## config.mk

```make
export PLATFORM = sky130hd
export DESIGN_NAME = interval_sequencer
export DESIGN_NICKNAME = d
export VERILOG_FILES = /design/src/rtl/seq_pkg.sv /design/src/rtl/ud_counter.sv /design/src/rtl/eq_flag.sv /design/src/rtl/phase_ctrl.sv /design/src/rtl/interval_sequencer.sv
export SDC_FILE = /design/constraint.sdc
export NUM_CORES = 1
export LEC_CHECK = 0
export CORE_AREA = 2 2 39 41
export DETAILED_ROUTE_END_ITERATION = 6
export DIE_AREA = 0 0 41 43
export HOLD_SLACK_MARGIN = 0.15
export PLACE_DENSITY = 0.8
export SETUP_SLACK_MARGIN = 0.5
export SYNTH_ARGS = -nofsm -noshare
export SYNTH_HDL_FRONTEND = slang
export SYNTH_SLANG_ARGS = --single-unit
```

## constraint.sdc

```tcl
create_clock -name clk -period 3.2 [get_ports clk]
set_input_delay 0.48 -clock clk [delete_from_list [all_inputs] [get_ports clk]]
set_output_delay 0.48 -clock clk [all_outputs]
set_load 0.01 [all_outputs]
```

## src/rtl/seq_pkg.sv

```systemverilog
// Shared types for the interval sequencer.
// Assumes: counter command encoding is fixed by the counter module.
package seq_pkg;
    // Counter command: load and count bits.
    // 00 hold, 01 increment, 10 load, 11 decrement.
    typedef struct packed {
        logic load;
        logic count;
    } cnt_cmd_t;

    localparam cnt_cmd_t CMD_HOLD = '{load: 1'b0, count: 1'b0};
    localparam cnt_cmd_t CMD_INC  = '{load: 1'b0, count: 1'b1};
    localparam cnt_cmd_t CMD_LOAD = '{load: 1'b1, count: 1'b0};
endpackage

```

## src/rtl/ud_counter.sv

```systemverilog
// Synchronous up/down counter with parallel load.
// Does: hold, increment, load or decrement, as selected by the command.
// Assumes: the reset is synchronous and active-low, and it clears the value.
module ud_counter
    import seq_pkg::*;
#(
    parameter int W = 4
) (
    input  logic         clk,
    input  logic         rst_n,
    input  cnt_cmd_t     cmd,
    input  logic [W-1:0] din,
    output logic [W-1:0] q
);
    localparam logic [W-1:0] ONE = W'(1);

    // Update the counter value on each edge.
    always_ff @(posedge clk) begin
        if (!rst_n) begin
            q <= '0;
        end else begin
            unique case ({cmd.load, cmd.count})
                2'b00: q <= q;
                2'b01: q <= q + ONE;
                2'b10: q <= din;
                2'b11: q <= q - ONE;
            endcase
        end
    end
endmodule

```

## src/rtl/eq_flag.sv

```systemverilog
// Unsigned equality comparator between a counter value and its limit.
// Assumes: both operands come from registers or from stable inputs.
module eq_flag #(
    parameter int W = 4
) (
    input  logic [W-1:0] a,
    input  logic [W-1:0] b,
    output logic         eq
);
    // Raise the flag when the operands match.
    always_comb eq = (a == b);
endmodule

```

## src/rtl/phase_ctrl.sv

```systemverilog
// One-bit phase controller.
// Does: toggles the phase when the active flag is set, and decodes the two
// counter commands and the done pulse from the phase and the flags.
// Assumes: the flags are derived from registered counts and stable limits.
module phase_ctrl
    import seq_pkg::*;
(
    input  logic     clk,
    input  logic     rst_n,
    input  logic     flag_a,
    input  logic     flag_b,
    output logic     q,
    output cnt_cmd_t cmd_a,
    output cnt_cmd_t cmd_b,
    output logic     done
);
    logic end_now;

    // The active phase has reached its final count.
    always_comb end_now = q ? flag_b : flag_a;

    // Phase state register.
    always_ff @(posedge clk) begin
        if (!rst_n)       q <= 1'b0;
        else if (end_now) q <= ~q;
    end

    // Mealy decode of the counter commands from the phase and the flags.
    always_comb begin
        cmd_a = CMD_HOLD;
        cmd_b = CMD_HOLD;
        if (!q) cmd_a = flag_a ? CMD_LOAD : CMD_INC;
        else    cmd_b = flag_b ? CMD_LOAD : CMD_INC;
    end

    // End-of-phase pulse.
    always_comb done = end_now;
endmodule

```

## src/rtl/interval_sequencer.sv

```systemverilog
// Alternating two-interval sequencer (top).
// Does: runs counter A from 0 to lim_a, then counter B from 0 to lim_b, and repeats.
// Assumes: lim_a and lim_b change only while rst_n is low.
module interval_sequencer
    import seq_pkg::*;
#(
    parameter int W = 4
) (
    input  logic         clk,
    input  logic         rst_n,
    input  logic [W-1:0] lim_a,
    input  logic [W-1:0] lim_b,
    output logic [W-1:0] cnt_a,
    output logic [W-1:0] cnt_b,
    output logic         phase,
    output logic         done
);
    localparam int NCNT = 2;

    logic [W-1:0] cnt_v [NCNT];
    logic [W-1:0] lim_v [NCNT];
    logic         flag  [NCNT];
    cnt_cmd_t     cmd   [NCNT];

    // Gather the limits into an array for the generated lanes.
    always_comb begin
        lim_v[0] = lim_a;
        lim_v[1] = lim_b;
    end

    // One lane per counter: the counter and its comparator.
    for (genvar i = 0; i < NCNT; i++) begin : g_lane
        ud_counter #(.W(W)) u_cnt (
            .clk   (clk),
            .rst_n (rst_n),
            .cmd   (cmd[i]),
            .din   ('0),
            .q     (cnt_v[i])
        );
        eq_flag #(.W(W)) u_eq (
            .a  (cnt_v[i]),
            .b  (lim_v[i]),
            .eq (flag[i])
        );
    end

    phase_ctrl u_ctrl (
        .clk    (clk),
        .rst_n  (rst_n),
        .flag_a (flag[0]),
        .flag_b (flag[1]),
        .q      (phase),
        .cmd_a  (cmd[0]),
        .cmd_b  (cmd[1]),
        .done   (done)
    );

    // Drive the outputs from the lane array.
    always_comb begin
        cnt_a = cnt_v[0];
        cnt_b = cnt_v[1];
    end
endmodule

```

# Yosys cells after proc, flatten, opt, wreduce, memory -nomap -nowiden
# Cells that the tools add are included.
# op_classes
n_eq_ne	8
n_reduce_logical	2
n_mux	7
bitwise_logic	1
add_sub_neg	4
# op_table
op	count
4-bit one-hot mux with 3 select lines	2
4-bit by 1-bit adder with 4-bit output, second input constant	2
2-bit equality test, second input constant	4
4-bit equality test	2
2-bit two-way mux	4
4-bit by 1-bit subtractor with 4-bit output, second input constant	2
2-bit by 1-bit equality test with 1-bit output, second input constant	2
2-bit logical NOT	2
1-bit two-way mux	1
1-bit inverter	1
# totals
word_cells	25
register_bits	9
out_inout_bits	10
in_bits	10

# Depth between registers and ports, before layout
# depth
depth_word	5
mapped_depth	5
ltp_nobuf	4

# Modules after synthesis
# A second synthesis with hierarchy kept.
# unflattened
hier_cells	90
area_unflattened_um2	775.7
# by_module_without_submodules
mod	cells_each	area_each_um2	n_inst	seq_area_each_um2
ud_counter	36	310.3	2	80.1
eq_flag	5	47.5	2	0.0
phase_ctrl	7	56.3	1	20.0
interval_sequencer	1	3.8	1	0.0

# Worst setup path after synthesis
# No wires, ideal clock.
# synth_timing
path_kind	input-to-output
from	in lim_b[1]
to	out done
setup_slack_ns	1.512
path_buffers	0
arrival_ns	1.208
stages	4
t_required_ns	2.720
cell_sequence	xor2_1 > nor4_4 > nand2_1 > nand2_1
# synth_via
elab_chain_len	2
# synth_lines
item	line	source
start, declared	interval_sequencer.sv:12	input logic [W-1:0] lim_b,
4-bit equality test	eq_flag.sv:11	always_comb eq = (a == b);
1-bit two-way mux	phase_ctrl.sv:20	always_comb end_now = q ? flag_b : flag_a;
end, declared	interval_sequencer.sv:16	output logic done
# No other way between the ends.

# Worst setup path in the final report
# layout_timing
from	in lim_a[1]
to	out done
# layout_via
elab_chain_len	2
# layout_lines
item	line	source
start, declared	interval_sequencer.sv:11	input logic [W-1:0] lim_a,
4-bit equality test	eq_flag.sv:11	
1-bit two-way mux	phase_ctrl.sv:20	
# No other way between the ends.

==> impl_metrics.yaml <==
timing:
  fin_crit_sh_pct: 83.57
  skew_ps: 0.3165
  fmaxAchievable_ghz: 0.3739
  finalSetupViolCount: 0
  finalSetupTns_ps: 0
  min_period_ps: 2674
  postLayoutSetupSlackWorst_ps: 525.7
  worst_slew_pin_slew_ps: 500.6
  maxSlewViolCount: 0
  hold_violations: 0
  rsz0062_at_grt: "false"
  slew_headroom_pct: 66.58
layout:
  n_antenna_cell: 0
  syn_to_final_growth_pct: 46.10
  drive_gt1_share_pct: 8.537
  fillCellCount: 127
  final_nets: 95
synth:
  syn_area_um2: 529.3
  yosys-top-cells-area: "dfxtp_1 34%, xnor2_1 9.9%, xor2_1 6.6%"
  synth_top_area_cell: "dfxtp_1"
  synth-seq-area-share_pct: 34.04
  ys.flop_type: "dfxtp_1"
  synth_edf_count: 0
  synth.most_common_cell: "dfxtp_1"
  ys_ff_latch: 9
  synth_common_cells: "9 x dfxtp_1, 7 x nand2_1, 6 x xnor2_1"
  synth_area_per_cell_um2: 8.821
  synth_async_sr_flop_share_pct: 0
  yosysWarningCount: 0
  yosysUniqueCellTypes: 24
  synth_top_area_share_pct: 34.04
  syn_nets: 72
  postSynthCellCount: 60
clock_tree:
  cts_buffer_depth: 2
  cts_sinks: 9
  postCtsHoldBufs: 0
  cts-resized-gates: 0
  root_buffer: "clkbuf_4"
  cts_tree: "yes"
  htree_levels: 1
  clock_latency_ps: 260
  clkSlewWorstSetupHoldPaths_ps: 60
  cts_buffers: 3
power:
  p_comb_share_pct: 26.4
  cellPowerDensity_nw_per_um2: 404.0
  ir_drop_mv: 0.2620
  p_seq_share_pct: 44.7
  p_sw_mw: 0.09152
  p_clk_share_pct: 28.9
  p_leak_nw: 0.3076
  switching_share_pct: 29.30
  p_int_mw: 0.2208
worst_setup_path:
  worst_setup_path_end_kind: "output port"
  crit_path_start: "lim_a[1]"
  crit_arrival_ps: 2190
  crit_fanout: 4
  worstSetupPathType: "input port to output port"
  crit_required_ps: 2720
  crit_path_start_kind: "input port"
  worstReg2RegStart: "g_lane[1].u_cnt.q[1]"
global_route:
  grt_pass1_vias: 431
  grt_pass1_wl_um: 1745
  antenna_found_initial: 0
  track_usage_pct: 14.24
  grt_max_degree: 19
  overflow: 0
floorplanning:
  fp-row-count: 14
  die_area_um2: 1763
  ios: 20
  die_w_um: 41
  core_um2: 1384
  start_util_pct: 38.25
  dieHeight_um: 43
placed_design:
  place_congestion: 0.6708
  place.port_buffers: 19
  dp_slack_ps: 462.9
detailed_routing:
  vias: 491
  post_drt_wl_per_cell_um: 11.71
  drt_iter0_drc: 2
  drt_first_pass_iters: 4
  wirelength_um: 1148
  drtAntennaViolNets: 0
  via_per_inst: 5.010
  post-route-drc-count: 0
hold_path:
  hold_path_class: "flop to flop"
  hold_path.startpoint: "g_lane[0].u_cnt.q[1]"
status:
  status: "finished, final reports clean"
job:
  drv_cap: 0
cell usage in the layout, fill, tap and decap left out, drive strengths merged:
cell and n:
nor4 1, nor3 1, inv 1, o22ai 1, nand4b 2, ha 2
nand4 3, nor3b 2, nor2 2, o31a 1, nand2b 1, or2 1
nand3 2, clkbuf 4, a21boi 3, nor2b 2, o21a 1, xor2 4
buf 3, xnor2 6, and2 1, nand3b 1, and3 2, clkdlybuf4s50 19
dfxtp 9, nand2 7
cell type report:
type                       count  area, µm²  share of cell area (%)
multi-input combinational     46      330.3                   42.72
timing repair buffer          22      212.7                   27.51
sequential                     9      180.2                   23.30
clock buffer                   4      26.28                   3.398
tap                           16      20.02                   2.589
inverter                       1      3.754                  0.4854
power groups by stage:
stage	clock network [mW]	logic, mW	registers, mW
6_report	0.0903	0.0824	0.140
5_1_grt	0.0987	0.0914	0.142
4_1_cts	0.0929	0.0799	0.139
3_5_place_dp	0	0.0783	0.142
3_3_place_gp	0	0.0771	0.142
2_1_floorplan	0	0.0412	0.141
repair_timing:
item                       4_1_cts  5_1_grt
pin swaps                        1        1
setup endpoints to repair        1        1
setup buffers                    1        2
metrics by stage:
stage               total power [mW]  util, %  hold WS, ps  std cells  area (µm²)
finish                        0.3124    55.88        543.9         98       773.2
CTS                           0.3119    54.79        541.0         96       758.2
floorplan                     0.1820        -        531.9         60       529.3
detailed placement            0.2202    52.35        534.3         91       724.4
global route                  0.3317    55.88        576.7         98       773.2
global placement              0.2195    52.35        534.9         91       724.4
routing by layer:
| metal | wire length, µm | global-route usage, % | vias up |
|---|---|---|---|
| met5 | 0 | 0 | - |
| met2 | 581 | 20.63 | 14 |
| met4 | 0 | 6.000 | 0 |
| met1 | 509 | 19.67 | 227 |
| met3 | 57 | 3.141 | 0 |
| li1 | - | - | 250 |
worst max-delay path, cell delays in order:
cell and delay [ps]:
clkdlybuf4s50_1 470, xnor2_1 110, nand4_1 220, or2_1 300, nand2_1 80, clkdlybuf4s50_1 520
state kept, by name, indices dropped and copies added, names as in the netlist:
signal,cells
g_lane.u_cnt.q,8
u_ctrl.q,1
path summary, 6_finish.rpt:
| check | slack, ps | depth (start not counted) | end |
|---|---|---|---|
| max | 530 | 6 | done |
| min | 540 | 2 | g_lane[0].u_cnt.q[1] |
| max reg2reg | 1720 | 5 | g_lane[1].u_cnt.q[2] |
| min reg2reg | 540 | 2 | g_lane[0].u_cnt.q[1] |
logic make-up (layout without fill, tap and decap cells):
group	Yosys count	after routing	synth area share, %
fa+ha+maj	2	2	4.727
simple gates	28	28	32.63
compound gates	6	6	8.512
flops	9	9	34.04
buf+inv	5	27	3.545
xor+xnor	10	10	16.55
Note: power is estimated with default switching activity, not from simulation.
